File: src/rtl/irb_pkg.sv
package irb_pkg;
   typedef enum logic {
      KIND_REG  = 1'b0,
      KIND_MASK = 1'b1
   } kind_e;

   typedef enum logic [1:0] {
      ACT_IDLE   = 2'd0,
      ACT_RETIRE = 2'd1,
      ACT_TRAP   = 2'd2
   } head_act_e;
endpackage

File: src/rtl/irb_ptr_ctrl.sv
module irb_ptr_ctrl #(
   parameter int DEPTH = 8,
   localparam int TAG_W = $clog2(DEPTH),
   localparam int CNT_W = $clog2(DEPTH + 1)
) (
   input  logic             clk,
   input  logic             rst_n,
   input  logic             push,
   input  logic             pop,
   input  logic             flush,
   output logic [TAG_W-1:0] head,
   output logic [TAG_W-1:0] tail,
   output logic [CNT_W-1:0] count,
   output logic             full,
   output logic             empty
);
   localparam logic [CNT_W-1:0] CNT_MAX = CNT_W'(DEPTH);

   always_ff @(posedge clk) begin
      if (!rst_n || flush) begin
         head  <= '0;
         tail  <= '0;
         count <= '0;
      end else begin
         if (push) tail <= tail + 1'b1;
         if (pop)  head <= head + 1'b1;
         case ({push, pop})
            2'b10:   count <= count + 1'b1;
            2'b01:   count <= count - 1'b1;
            default: count <= count;
         endcase
      end
   end

   assign full  = (count == CNT_MAX);
   assign empty = (count == '0);

   AST_NO_OVERFLOW: assert property (@(posedge clk) disable iff (!rst_n) count <= CNT_MAX);
   AST_FULL_HOLDS_TAIL: assert property (@(posedge clk) disable iff (!rst_n)
      (full && !flush) |=> $stable(tail));
   AST_NO_POP_EMPTY: assert property (@(posedge clk) disable iff (!rst_n) empty |-> !pop);
endmodule

File: src/rtl/irb_entry_store.sv
module irb_entry_store
   import irb_pkg::*;
#(
   parameter int DEPTH  = 8,
   parameter int DATA_W = 16,
   parameter int AREG_W = 3,
   localparam int TAG_W = $clog2(DEPTH)
) (
   input  logic              clk,
   input  logic              rst_n,
   input  logic              alloc_en,
   input  logic [TAG_W-1:0]  alloc_tag,
   input  logic [AREG_W-1:0] alloc_dest,
   input  kind_e             alloc_kind,
   input  logic              cmp_en,
   input  logic [TAG_W-1:0]  cmp_tag,
   input  logic [DATA_W-1:0] cmp_data,
   input  logic              cmp_fault,
   input  logic              free_en,
   input  logic [TAG_W-1:0]  rd_tag,
   input  logic              flush,
   output logic              hd_valid,
   output logic              hd_done,
   output logic              hd_fault,
   output kind_e             hd_kind,
   output logic [AREG_W-1:0] hd_dest,
   output logic [DATA_W-1:0] hd_data
);
   logic [DEPTH-1:0]  valid_q;
   logic [DEPTH-1:0]  done_q;
   logic [DEPTH-1:0]  fault_q;
   kind_e             kind_q [DEPTH];
   logic [AREG_W-1:0] dest_q [DEPTH];
   logic [DATA_W-1:0] data_q [DEPTH];

   for (genvar i = 0; i < DEPTH; i++) begin : g_slot
      localparam logic [TAG_W-1:0] MY_TAG = TAG_W'(i);
      logic sel_alloc, sel_cmp, sel_free;
      assign sel_alloc = alloc_en && (alloc_tag == MY_TAG);
      assign sel_cmp   = cmp_en && (cmp_tag == MY_TAG) && valid_q[i];
      assign sel_free  = free_en && (rd_tag == MY_TAG);

      always_ff @(posedge clk) begin
         if (!rst_n || flush) begin
            valid_q[i] <= 1'b0;
            done_q[i]  <= 1'b0;
            fault_q[i] <= 1'b0;
         end else if (sel_alloc) begin
            valid_q[i] <= 1'b1;
            done_q[i]  <= 1'b0;
            fault_q[i] <= 1'b0;
         end else if (sel_free) begin
            valid_q[i] <= 1'b0;
            done_q[i]  <= 1'b0;
         end else if (sel_cmp) begin
            done_q[i]  <= 1'b1;
            fault_q[i] <= cmp_fault;
         end
      end

      always_ff @(posedge clk) begin
         if (!rst_n) begin
            kind_q[i] <= KIND_REG;
            dest_q[i] <= '0;
            data_q[i] <= '0;
         end else begin
            if (sel_alloc) begin
               kind_q[i] <= alloc_kind;
               dest_q[i] <= alloc_dest;
            end
            if (sel_cmp) data_q[i] <= cmp_data;
         end
      end
   end

   assign hd_valid = valid_q[rd_tag];
   assign hd_done  = done_q[rd_tag];
   assign hd_fault = fault_q[rd_tag];
   assign hd_kind  = kind_q[rd_tag];
   assign hd_dest  = dest_q[rd_tag];
   assign hd_data  = data_q[rd_tag];

   AST_ALLOC_FREE_SLOT: assert property (@(posedge clk) disable iff (!rst_n)
      alloc_en |-> !valid_q[alloc_tag]);
   AST_DONE_IMPLIES_VALID: assert property (@(posedge clk) disable iff (!rst_n)
      $onehot0(done_q & ~valid_q)  && ((done_q & ~valid_q) == '0));
endmodule

File: src/rtl/irb_arch_state.sv
module irb_arch_state #(
   parameter int AREG_N = 8,
   parameter int DATA_W = 16,
   localparam int AREG_W = $clog2(AREG_N)
) (
   input  logic              clk,
   input  logic              rst_n,
   input  logic              wr_en,
   input  logic [AREG_W-1:0] wr_addr,
   input  logic [DATA_W-1:0] wr_data,
   input  logic              mask_we,
   input  logic              mask_val,
   input  logic [AREG_W-1:0] rd_addr,
   output logic [DATA_W-1:0] rd_data,
   output logic              trap_en
);
   logic [DATA_W-1:0] regs_q [AREG_N];

   for (genvar r = 0; r < AREG_N; r++) begin : g_reg
      always_ff @(posedge clk) begin
         if (!rst_n)                                   regs_q[r] <= '0;
         else if (wr_en && (wr_addr == AREG_W'(r)))    regs_q[r] <= wr_data;
      end
   end

   always_ff @(posedge clk) begin
      if (!rst_n)       trap_en <= 1'b0;
      else if (mask_we) trap_en <= mask_val;
   end

   assign rd_data = regs_q[rd_addr];

   AST_MASK_ONLY_ON_RETIRE: assert property (@(posedge clk) disable iff (!rst_n)
      !mask_we |=> $stable(trap_en));
   AST_SINGLE_ARCH_UPDATE: assert property (@(posedge clk) disable iff (!rst_n)
      $countones({wr_en, mask_we}) <= 1);
endmodule

File: src/rtl/inorder_retire_buf.sv
module inorder_retire_buf
   import irb_pkg::*;
#(
   parameter int DEPTH  = 8,
   parameter int DATA_W = 16,
   parameter int AREG_N = 8,
   localparam int TAG_W  = $clog2(DEPTH),
   localparam int AREG_W = $clog2(AREG_N),
   localparam int CNT_W  = $clog2(DEPTH + 1)
) (
   input  logic              clk,
   input  logic              rst_n,
   input  logic              disp_valid,
   input  logic              disp_kind,
   input  logic [AREG_W-1:0] disp_dest,
   output logic              disp_full,
   output logic [TAG_W-1:0]  disp_tag,
   input  logic              cmp_valid,
   input  logic [TAG_W-1:0]  cmp_tag,
   input  logic [DATA_W-1:0] cmp_data,
   input  logic              cmp_fault,
   output logic              cmt_valid,
   output logic [TAG_W-1:0]  cmt_tag,
   output logic [AREG_W-1:0] cmt_dest,
   output logic [DATA_W-1:0] cmt_data,
   output logic              trap_o,
   output logic [TAG_W-1:0]  trap_tag,
   output logic              trap_en_o,
   input  logic [AREG_W-1:0] rd_addr,
   output logic [DATA_W-1:0] rd_data
);
   if (DEPTH < 2 || (DEPTH & (DEPTH - 1)) != 0) begin : g_bad_depth
      $error("DEPTH must be a power of two of at least 2");
   end
   if (AREG_N < 2 || (AREG_N & (AREG_N - 1)) != 0) begin : g_bad_areg
      $error("AREG_N must be a power of two of at least 2");
   end
   if (DATA_W < 1) begin : g_bad_data
      $error("DATA_W must be positive");
   end

   logic [TAG_W-1:0]  head, tail;
   logic [CNT_W-1:0]  count;
   logic              full, empty;
   logic              hd_valid, hd_done, hd_fault;
   kind_e             hd_kind;
   logic [AREG_W-1:0] hd_dest;
   logic [DATA_W-1:0] hd_data;
   logic              trap_en;
   head_act_e         act;
   logic              retire, trap, push;

   always_comb begin
      act = ACT_IDLE;
      if (hd_valid && hd_done) act = (hd_fault && trap_en) ? ACT_TRAP : ACT_RETIRE;
   end

   assign retire = (act == ACT_RETIRE);
   assign trap   = (act == ACT_TRAP);
   assign push   = disp_valid && !full && !trap;

   irb_ptr_ctrl #(.DEPTH(DEPTH)) u_ptr (
      .clk(clk), .rst_n(rst_n), .push(push), .pop(retire), .flush(trap),
      .head(head), .tail(tail), .count(count), .full(full), .empty(empty)
   );

   irb_entry_store #(.DEPTH(DEPTH), .DATA_W(DATA_W), .AREG_W(AREG_W)) u_store (
      .clk(clk), .rst_n(rst_n),
      .alloc_en(push), .alloc_tag(tail), .alloc_dest(disp_dest), .alloc_kind(kind_e'(disp_kind)),
      .cmp_en(cmp_valid), .cmp_tag(cmp_tag), .cmp_data(cmp_data), .cmp_fault(cmp_fault),
      .free_en(retire), .rd_tag(head), .flush(trap),
      .hd_valid(hd_valid), .hd_done(hd_done), .hd_fault(hd_fault),
      .hd_kind(hd_kind), .hd_dest(hd_dest), .hd_data(hd_data)
   );

   irb_arch_state #(.AREG_N(AREG_N), .DATA_W(DATA_W)) u_arch (
      .clk(clk), .rst_n(rst_n),
      .wr_en(retire && hd_kind == KIND_REG), .wr_addr(hd_dest), .wr_data(hd_data),
      .mask_we(retire && hd_kind == KIND_MASK), .mask_val(hd_data[0]),
      .rd_addr(rd_addr), .rd_data(rd_data), .trap_en(trap_en)
   );

   assign disp_full = full;
   assign disp_tag  = tail;
   assign cmt_valid = retire;
   assign cmt_tag   = head;
   assign cmt_dest  = hd_dest;
   assign cmt_data  = hd_data;
   assign trap_o    = trap;
   assign trap_tag  = head;
   assign trap_en_o = trap_en;

   AST_TRAP_EMPTIES: assert property (@(posedge clk) disable iff (!rst_n)
      trap |=> (empty && tail == '0));
   AST_RETIRE_NOT_EMPTY: assert property (@(posedge clk) disable iff (!rst_n)
      (retire || trap) |-> !empty);
   AST_NO_CMP_ON_HEAD_LEAVING: assert property (@(posedge clk) disable iff (!rst_n)
      (cmp_valid && (retire || trap)) |-> (cmp_tag != head));
   AST_NO_PUSH_ON_TRAP: assert property (@(posedge clk) disable iff (!rst_n)
      trap |=> (count == '0));
endmodule

File: config.mk
export PLATFORM = sky130hd
export DESIGN_NAME = inorder_retire_buf
export DESIGN_NICKNAME = d
export VERILOG_FILES = /design/src/rtl/irb_pkg.sv /design/src/rtl/irb_ptr_ctrl.sv /design/src/rtl/irb_entry_store.sv /design/src/rtl/irb_arch_state.sv /design/src/rtl/inorder_retire_buf.sv
export SDC_FILE = /design/constraint.sdc
export NUM_CORES = 1
export LEC_CHECK = 0
export BUFFER_PORTS_ARGS = -buffer_cell sky130_fd_sc_hd__buf_4
export CAP_MARGIN = 10
export CORE_MARGIN = 2
export CORE_UTILIZATION = 65
export CTS_CLUSTER_SIZE = 8
export DETAILED_ROUTE_END_ITERATION = 7
export PLACE_DENSITY = 0.95
export REMOVE_ABC_BUFFERS = 1
export SLEW_MARGIN = 5
export SYNTH_ARGS = -nofsm -noshare
export SYNTH_HDL_FRONTEND = slang
export SYNTH_SLANG_ARGS = --single-unit
File: constraint.sdc
create_clock -name clk -period 6 [get_ports clk]
set_input_delay 0.9 -clock clk [delete_from_list [all_inputs] [get_ports clk]]
set_output_delay 0.9 -clock clk [all_outputs]
set_load 0.05 [all_outputs]
==> results of run 1 <==
## state kept, by name (all words and copies together), names as in the netlist, named ones only
register         count
u_store.data_q     128
u_arch.trap_en       1
u_store.done_q       8
u_ptr.head           3
u_store.dest_q      24
u_store.fault_q      8
u_arch.regs_q      128
u_store.valid_q      8
u_store.kind_q       8
u_ptr.tail           3
u_ptr.count          4
## power by group through the flow
| stage | registers [mW] | clock network, mW | logic, mW |
|---|---|---|---|
| 2_1_floorplan | 2.61 | 0 | 0.212 |
| 3_3_place_gp | 2.61 | 0 | 0.349 |
| 4_1_cts | 2.58 | 2.36 | 0.367 |
| 6_report | 2.58 | 2.38 | 0.374 |
| 5_1_grt | 2.59 | 2.44 | 0.390 |
| 3_5_place_dp | 2.62 | 0 | 0.359 |
## area by class of cell
cell class	count	area share, %
Timing Repair Buffer	93	4.139
Tap cell	285	2.114
Inverter	32	0.7122
Multi-Input combinational cell	620	29.68
Clock buffer	61	7.218
Clock inverter	3	0.3932
Sequential cell	326	55.74
## metal layers
metal | wire length (um) | GRT usage [%] | vias to the layer above
li1 | - | - | 4084
met1 | 13390 | 43.30 | 4931
met2 | 19910 | 55.72 | 980
met3 | 4716 | 6.267 | 168
met4 | 1920 | 16.86 | 0
met5 | 0 | 0 | -
## per-stage QoR
stage	power, mW	utilization (%)	hold WS, ns
final	5.337	74.72	0.4927
after global routing	5.415	74.72	0.5137
after CTS	5.306	74.72	0.4856
after detailed placement	2.977	69.04	0.4775
after global placement	2.958	69.04	0.4692
after floorplan	2.822	-	0.4497
## worst max-delay path: stages, from the launching register on
cell	delay, ns
dfxtp_2	1.03
buf_4	0.41
mux4_2	0.54
mux2i_1	0.81
inv_1	0.13
buf_4	0.24
## layout by cell type, fill, tap and decap left out, drive strengths merged, types with 32 or more instances in the layout
cell	n
mux2i	32
dfxtp	39
nand2	49
clkbuf	61
nor2	164
mux4	74
buf	93
edfxtp	287
inv	33
and3	121
## worst min path at each step
stage / startpoint / cells past startpoint / endpoint
after floorplan: u_store.valid_q[1] / 2 / u_store.valid_q[1]
after global placement: u_store.valid_q[4] / 2 / u_store.valid_q[4]
after detailed placement: u_store.valid_q[6] / 2 / u_store.valid_q[6]
after CTS: u_store.valid_q[6] / 2 / u_store.valid_q[6]
after global routing: u_store.valid_q[6] / 2 / u_store.valid_q[6]
final: u_store.valid_q[6] / 2 / u_store.valid_q[6]
## logic make-up (layout without fill, tap and decap cells)
kind of cell / count (synthesis) / in the layout / synth area share, %
XOR/XNOR: 6 / 6 / 0.3538
adder cells (fa/ha/maj): 15 / 15 / 1.263
multiplexers: 127 / 127 / 15.05
buffers and inverters: 107 / 189 / 3.040
flip-flops: 326 / 326 / 63.26
AO/OA/AOI/OAI: 63 / 63 / 2.897
AND/OR/NAND/NOR: 409 / 409 / 14.13
==> results.py, run 1 <==
metrics = {
    "outcome": {
        "status": "complete, no violations",
    },
    "worst_setup_path": {
        "crit_end": "cmt_data[10]",
        "rrSetupSlack_ns": 2.08,
        "reg2reg_to": "u_ptr.count[2]",
        "crit_path_end_kind": "output port",
        "critPathLaunchType": "register",
        "worstPathMaxFanout": 29,
        "critPathArrivalTime_ns": 3.75,
        "ff2ff_path_depth": 12,
        "critPathRequiredTime_ns": 5.10,
        "regToRegStartpoint": "u_ptr.head[0]",
        "crit_type": "register to output port",
    },
    "place": {
        "place_inst": 1356,
        "globalplace.congestion": 0.9276,
        "post-dp-hpwl_um": 21650,
        "placed_area_um2": 15580,
        "numPortBuffers": 78,
        "dpl_worst_slack_ns": 2.067,
    },
    "logic_synthesis": {
        "async_flop_share_pct": 0,
        "yosys.area.top_type": "edfxtp_1",
        "ys_ff_latch": 326,
        "synthesis.area_um2": 14860,
        "yosys-top-cells-area": "edfxtp_1 (58%), mux4_2 (11%), dfxtp_1 (5.3%), and3_1 (5.1%), nor2_1 (4.1%)",
        "syn_avg_cell_area_um2": 14.11,
        "synth_top_area_share_pct": 58.01,
        "ys_types": 51,
        "synth-main-ff-cell": "edfxtp_1",
        "synth_warnings": 0,
        "yosysMostFrequentCell": "edfxtp_1",
        "synth.top_cells.by_count": "edfxtp_1 (287), nor2_1 (163), and3_1 (121)",
        "ys_seq_area_share_pct": 63.26,
        "synthCells": 1053,
        "synth_edf_count": 287,
    },
    "route": {
        "vias_per_cell": 7.157,
        "finalWirelength_um": 39940,
        "num_vias": 10163,
        "drc": 0,
        "ant_nets": 0,
        "drtIter0Drc": 1565,
        "first_pass_iters": 6,
        "avgRoutedWirePerCell_um": 28.12,
    },
    "global_routing": {
        "overflow": 0,
        "antenna_found_initial": 0,
        "track_usage_pct": 33.63,
        "grt_pass1_vias": 10408,
        "grt_max_degree": 101,
        "grt_pass1_wl_um": 60260,
    },
    "clock_tree": {
        "clk_pin_slew_ns": 0.05,
        "postCtsSetupRepairBufs": 0,
        "clkSinkCount": 326,
        "cts_buffers": 46,
        "cts_hold_buffers": 0,
        "clock_latency_ns": 0.57,
        "root_buffer": "clkbuf_16",
        "clock_path_buffers": 3,
        "cts.htree.levels": 2,
        "tritoncts": "built",
        "cts_resized": 0,
    },
    "sta": {
        "tightest_slew_ns": 1.090,
        "fmax_ghz": 0.2151,
        "period_share_pct": 77.49,
        "maxSlewViolCount": 0,
        "finalClockSkew_ns": 0.06363,
        "setup_viol": 0,
        "hold_viol": 0,
        "fin_crit_ns": 4.650,
        "tns_ns": 0,
        "layout_setup_ws_ns": 1.350,
        "rsz0062_at_grt": "no",
        "relSlewSlack_pct": 25.25,
    },
    "cells_and_area": {
        "multi_input_area_um2": 5006,
        "final_nets": 1165,
        "layout-drive-gt1-share_pct": 22.82,
        "diodes": 0,
        "seqCellArea_um2": 9402,
        "fin_area_um2": 16870,
        "stdcell_count": 1420,
        "n_fill_cell": 1189,
        "area_delta_synth_final_pct": 13.53,
    },
    "pwr": {
        "p_sw_mw": 1.269,
        "switching_share_pct": 23.78,
        "power_per_cell_area_nw_per_um2": 316.5,
        "pwr-share-comb_pct": 7.0,
        "irDropWorstVdd_mv": 0.2066,
        "clock_power_share_pct": 44.6,
        "internal_power_mw": 4.068,
        "p_seq_share_pct": 48.4,
        "power_leakage_nw": 6.612,
    },
    "floorplan": {
        "fp.dieH_um": 155.2,
        "die_area_um2": 24080,
        "core-area_um2": 22570,
        "ios": 79,
        "fp.dieW_um": 155.2,
        "rows": 55,
        "start_util_pct": 65.82,
    },
    "worst_hold_path": {
        "hold_path_class": "register to register",
    },
    "job": {
        "max-cap-violations": 0,
    },
}
No activity file was read; power rests on OpenSTA's default activity.
==> run 2: changes to the inputs <==
--- a/config.mk
+++ b/config.mk
@@ -5,13 +5,14 @@
 export SDC_FILE = /design/constraint.sdc
 export NUM_CORES = 1
 export LEC_CHECK = 0
+export ABC_AREA = 1
 export BUFFER_PORTS_ARGS = -buffer_cell sky130_fd_sc_hd__buf_4
 export CAP_MARGIN = 10
 export CORE_MARGIN = 2
-export CORE_UTILIZATION = 65
+export CORE_UTILIZATION = 55
 export CTS_CLUSTER_SIZE = 8
 export DETAILED_ROUTE_END_ITERATION = 7
-export PLACE_DENSITY = 0.95
+export PLACE_DENSITY = 0.87
 export REMOVE_ABC_BUFFERS = 1
 export SLEW_MARGIN = 5
 export SYNTH_ARGS = -nofsm -noshare
==> constraint.sdc (replaced) <==
create_clock -name clk -period 3.8 [get_ports clk]
set_input_delay 0.57 -clock clk [delete_from_list [all_inputs] [get_ports clk]]
set_output_delay 0.57 -clock clk [all_outputs]
set_load 0.05 [all_outputs]
==> results.py, run 2 <==
metrics = {
    "outcome": {
        "status": "complete, no violations",
    },
    "pwr": {
        "internal_power_mw": 6.370,
        "clock_power_share_pct": 43.8,
        "total_power_mw": 8.288,
        "irDropWorstVdd_mv": 0.2881,
        "p_sw_mw": 1.918,
        "switching_share_pct": 23.14,
        "power_per_cell_area_nw_per_um2": 486.1,
        "pwr-share-comb_pct": 7.2,
        "power_leakage_nw": 6.809,
        "p_seq_share_pct": 49.0,
    },
    "worst_hold_path": {
        "hold_path_class": "input port to register",
        "holdPathEnd": "u_store.kind_q[4]",
        "whs_path_depth": 3,
        "worstHoldStart": "disp_kind",
    },
    "route": {
        "first_pass_iters": 5,
        "drc": 0,
        "ant_nets": 0,
        "avgRoutedWirePerCell_um": 19.45,
        "drtIter0Drc": 1346,
        "vias_per_cell": 5.959,
        "finalWirelength_um": 38350,
        "num_vias": 11751,
    },
    "cells_and_area": {
        "diodes": 0,
        "final_nets": 1666,
        "n_fill_cell": 1987,
        "seqCellArea_um2": 9400,
        "layout-drive-gt1-share_pct": 11.22,
        "fin_util_pct": 63.27,
        "layout.cells.most_common_list": "nor2_1 (506), edfxtp_1 (287), o21ai_0 (146)",
        "final_common_cell": "nor2_1",
        "area_delta_synth_final_pct": 12.81,
        "multi_input_area_um2": 4837,
        "fin_area_um2": 17050,
        "largest_registers": "u_arch.regs_q: 128 flops, u_store.data_q: 128 flops, u_store.dest_q: 24 flops",
        "stdcell_count": 1972,
    },
    "logic_synthesis": {
        "ys_types": 34,
        "synth_edf_count": 287,
        "ys_ff_latch": 326,
        "syn_avg_cell_area_um2": 9.677,
        "synth.top_cells.by_count": "nor2_1 (506), edfxtp_1 (287), o21ai_0 (146)",
        "yosys-top-cells-area": "edfxtp_1 (57%), nor2_1 (13%), dfxtp_1 (5.2%), o21ai_0 (4.8%), nand2_1 (3.6%)",
        "synth_top_area_share_pct": 57.02,
        "synth_warnings": 0,
        "yosysMostFrequentCell": "nor2_1",
        "synthCells": 1562,
        "yosys.area.top_type": "edfxtp_1",
        "synth-main-ff-cell": "edfxtp_1",
        "async_flop_share_pct": 0,
        "synthesis.area_um2": 15120,
        "ys_seq_area_share_pct": 62.18,
    },
    "clock_tree": {
        "cts_hold_buffers": 0,
        "clk_pin_slew_ns": 0.05,
        "clock_path_buffers": 3,
        "clkSinkCount": 326,
        "cts_resized": 0,
        "tritoncts": "built",
        "cts_buffers": 46,
        "postCtsSetupRepairBufs": 0,
        "cts.htree.levels": 2,
        "root_buffer": "clkbuf_16",
        "clock_latency_ns": 0.54,
    },
    "sta": {
        "holdWs_ns": 0.2910,
        "rsz0062_at_grt": "no",
        "period_share_pct": 88.01,
        "setup_viol": 0,
        "tightest_slew_ns": 0.9197,
        "relSlewSlack_pct": 38.54,
        "maxSlewViolCount": 0,
        "hold_viol": 0,
        "fmax_ghz": 0.2990,
        "fin_crit_ns": 3.345,
        "finalClockSkew_ns": 0.01186,
    },
    "place": {
        "place_inst": 1913,
        "post-dp-hpwl_um": 22860,
        "globalplace.congestion": 0.9046,
        "placed_area_um2": 15810,
        "numPortBuffers": 78,
    },
    "worst_setup_path": {
        "ff2ff_path_depth": 15,
        "crit_type": "register to output port",
        "critPathArrivalTime_ns": 2.77,
        "reg2reg_to": "u_ptr.count[2]",
        "critPathLaunchType": "register",
        "crit_path_end_kind": "output port",
        "regToRegStartpoint": "u_ptr.head[0]",
        "critPathRequiredTime_ns": 3.23,
        "worstPathMaxFanout": 80,
        "rrSetupSlack_ns": 0.55,
    },
    "global_routing": {
        "grt_pass1_wl_um": 59080,
        "track_usage_pct": 26.43,
        "grt_max_degree": 81,
        "antenna_found_initial": 0,
        "grt_pass1_vias": 11446,
        "overflow": 0,
    },
    "floorplan": {
        "fp.dieH_um": 169.8,
        "start_util_pct": 56.09,
        "rows": 60,
        "core-area_um2": 26950,
        "fp.dieW_um": 169.8,
        "die_area_um2": 28830,
        "ios": 79,
    },
    "job": {
        "max-cap-violations": 0,
    },
}
==> run 2: cell count changes after synthesis, sizes merged, moves of 49 or more <==
| cell | change |
|---|---|
| o22ai | +49 |
| mux4 | -74 |
| nand3 | +60 |
| o21ai | +164 |
| inv | +77 |
| and3 | -121 |
| nor2 | +358 |
| nand2 | +99 |
==> run 2: layout make-up <==
class                      count  area share [%]
inverter                     111           2.458
sequential                   326           55.13
clock buffer                  57           7.118
tap                          341           2.502
timing repair buffer          95           4.256
clock inverter                 2          0.1688
multi-input combinational   1040           28.37
==> run 2: how the worst max path moves through the flow <==
stage,slack [ns],start,end,cells after the start
4_1_cts,0.50,register,cmt_data[6],6
2_1_floorplan,-0.26,register,u_arch.regs_q[0][0],8
5_1_grt,0.27,u_ptr.head[0],u_ptr.count[2],15
3_5_place_dp,0.65,u_ptr.head[0],u_ptr.count[2],15
6_report,0.46,register,cmt_data[6],6
3_3_place_gp,0.77,u_ptr.head[0],u_ptr.count[2],16
==> run 2: power by group through the flow <==
stage	registers (mW)	logic, mW	clock network, mW
2_1_floorplan	4.12	0.360	0
3_3_place_gp	4.12	0.575	0
3_5_place_dp	4.12	0.589	0
4_1_cts	4.06	0.594	3.63
5_1_grt	4.07	0.642	3.78
6_report	4.06	0.597	3.63
==> run 2: critical path, cell delays in order (launching register included) <==
cell and delay [ns]:
dfxtp_2 0.35, buf_4 0.62, o21ai_0 0.25, o22ai_1 0.23, inv_1 0.07, o21ai_1 0.37, buf_4 0.28
==> run 2: stage by stage <==
step | TNS, ns | setup WS [ns]
finish | 0 | 0.4555
global route | 0 | 0.2687
CTS | 0 | 0.4970
detailed placement | 0 | 0.6527
global placement | 0 | 0.7750
floorplan | -17.03 | -0.2628
==> run 2: cell families after synthesis <==
kind of cell	share of synthesized area, %
adder cells (fa/ha/maj)	1.242
XOR/XNOR	0.2318
flip-flops	62.18
buffers and inverters	5.819
AND/OR/NAND/NOR	20.78
AO/OA/AOI/OAI	9.743
==> run 2: per-layer routing <==
metal | track usage, % | up-vias | wire length, um
met5 | 0 | - | 0
met4 | 11.48 | 0 | 1207
met3 | 4.244 | 120 | 3811
met2 | 44.77 | 715 | 18880
met1 | 33.85 | 5548 | 14450
li1 | - | 5368 | -
==> run 3: changes to the inputs <==
--- a/config.mk
+++ b/config.mk
@@ -12,9 +12,10 @@
 export CORE_UTILIZATION = 55
 export CTS_CLUSTER_SIZE = 8
 export DETAILED_ROUTE_END_ITERATION = 7
+export HOLD_SLACK_MARGIN = 0.15
 export PLACE_DENSITY = 0.87
+export RECOVER_POWER = 25
 export REMOVE_ABC_BUFFERS = 1
-export SLEW_MARGIN = 5
 export SYNTH_ARGS = -nofsm -noshare
 export SYNTH_HDL_FRONTEND = slang
 export SYNTH_SLANG_ARGS = --single-unit
==> results.py, run 3 (same netlist as run 2, synthesis figures left out) <==
metrics = {
    "outcome": {
        "status": "complete, no violations",
    },
    "worst_setup_path": {
        "rrSetupSlack_ns": 0.55,
        "reg2reg_to": "u_ptr.count[2]",
        "critPathArrivalTime_ns": 2.78,
        "ff2ff_path_depth": 15,
        "regToRegStartpoint": "u_ptr.head[0]",
        "cp_top_family": "buffers and inverters",
        "cp_slowest_cell": "buf_4",
        "critPathLaunchType": "register",
        "max_stage_delay_ns": 0.62,
        "crit_end": "cmt_data[6]",
        "cp_num_buf_inv": 3,
        "critPathMostFrequentCell": "buf_4",
        "crit_cells": 6,
        "worstPathMaxFanout": 80,
        "worstPathCellList": "buf_4 > o21ai_0 > o22ai_1 > inv_1 > o21ai_1 > buf_4",
        "crit_type": "register to output port",
        "critPathRequiredTime_ns": 3.23,
        "crit_path_end_kind": "output port",
    },
    "clock_tree": {
        "cts.htree.levels": 2,
        "postCtsSetupRepairBufs": 0,
        "cts_resized": 0,
        "tritoncts": "built",
        "clkSinkCount": 326,
        "cts_hold_buffers": 0,
        "clock_path_buffers": 3,
        "clk_pin_slew_ns": 0.05,
        "clock_latency_ns": 0.54,
        "cts_buffers": 46,
        "root_buffer": "clkbuf_16",
    },
    "global_routing": {
        "grt_max_degree": 81,
        "antenna_found_initial": 0,
        "grt_pass1_vias": 11446,
        "grt_pass1_wl_um": 59080,
        "overflow": 0,
        "track_usage_pct": 26.43,
    },
    "floorplan": {
        "die_area_um2": 28830,
        "core-area_um2": 26950,
        "ios": 79,
        "start_util_pct": 56.09,
        "rows": 60,
        "fp.dieH_um": 169.8,
        "fp.dieW_um": 169.8,
    },
    "route": {
        "first_pass_iters": 7,
        "finalWirelength_um": 38390,
        "avgRoutedWirePerCell_um": 19.47,
        "ant_nets": 0,
        "drc": 0,
        "drtIter0Drc": 1359,
        "num_vias": 11766,
        "vias_per_cell": 5.967,
    },
    "pwr": {
        "power_leakage_nw": 6.792,
        "total_power_mw": 8.289,
        "irDropWorstVdd_mv": 0.2876,
        "power_per_cell_area_nw_per_um2": 486.6,
    },
    "place": {
        "post-dp-hpwl_um": 22860,
        "numPortBuffers": 78,
        "globalplace.congestion": 0.9046,
        "placed_area_um2": 15810,
        "dpl_worst_slack_ns": 0.6527,
        "place_inst": 1913,
    },
    "cells_and_area": {
        "area_delta_synth_final_pct": 12.69,
        "multi_input_area_um2": 4837,
        "final_common_cell": "nor2_1",
        "layout-drive-gt1-share_pct": 10.97,
        "largest_registers": "u_arch.regs_q: 128 flops, u_store.data_q: 128 flops, u_store.dest_q: 24 flops",
        "final_nets": 1666,
        "layout.cells.most_common_list": "nor2_1 (506), edfxtp_1 (287), o21ai_0 (146)",
        "diodes": 0,
        "fin_util_pct": 63.20,
        "stdcell_count": 1972,
        "fin_area_um2": 17030,
        "seqCellArea_um2": 9400,
        "n_fill_cell": 1991,
    },
    "worst_hold_path": {
        "whs_path_depth": 3,
        "hold_path_class": "input port to register",
    },
    "sta": {
        "fin_crit_ns": 3.348,
        "rsz0062_at_grt": "no",
        "hold_viol": 0,
        "relSlewSlack_pct": 6.438,
        "setup_viol": 0,
        "finalClockSkew_ns": 0.01326,
        "fmax_ghz": 0.2987,
        "layout_setup_ws_ns": 0.4516,
        "tns_ns": 0,
        "holdWs_ns": 0.2901,
        "period_share_pct": 88.11,
        "maxSlewViolCount": 0,
        "tightest_slew_ns": 1.403,
    },
    "job": {
        "max-cap-violations": 0,
    },
}
## run 3: worst min path at each step
stage               slack (ns)            endpoint               start
floorplan                 0.44  u_store.fault_q[4]  u_store.fault_q[4]
global placement          0.45  u_store.fault_q[5]  u_store.fault_q[5]
detailed placement        0.45  u_store.fault_q[5]  u_store.fault_q[5]
CTS                       0.28   u_store.kind_q[4]           disp_kind
global route              0.29   u_store.kind_q[4]           disp_kind
finish                    0.29   u_store.kind_q[4]           disp_kind
## run 3: tightest hold or removal path: stages
cell and delay [ns]:
buf_4 0.09, nand4_1 0.09, nand2_1 0.06
## run 3: routing by layer
| metal | GRT usage [%] | vias up | share of wire, % |
|---|---|---|---|
| met5 | 0 | - | 0 |
| met4 | 11.48 | 0 | 3.2 |
| met3 | 4.244 | 125 | 9.8 |
| met2 | 44.77 | 712 | 49 |
| met1 | 33.85 | 5562 | 38 |
| li1 | - | 5367 | - |
## run 3: cell type report
class                           count  area share [%]
Multi-Input combinational cell   1040           28.40
Clock inverter                      2          0.1689
Timing Repair Buffer               95           4.157
Sequential cell                   326           55.19
Inverter                          111           2.461
Tap cell                          341           2.505
Clock buffer                       57           7.125
## run 3: where the power goes
part           switching, mW  internal [mW]  total [mW]
registers             0.0433           4.02        4.06
clock network           1.43           2.20        3.63
logic                  0.447          0.149       0.596
total                   1.92           6.37        8.29
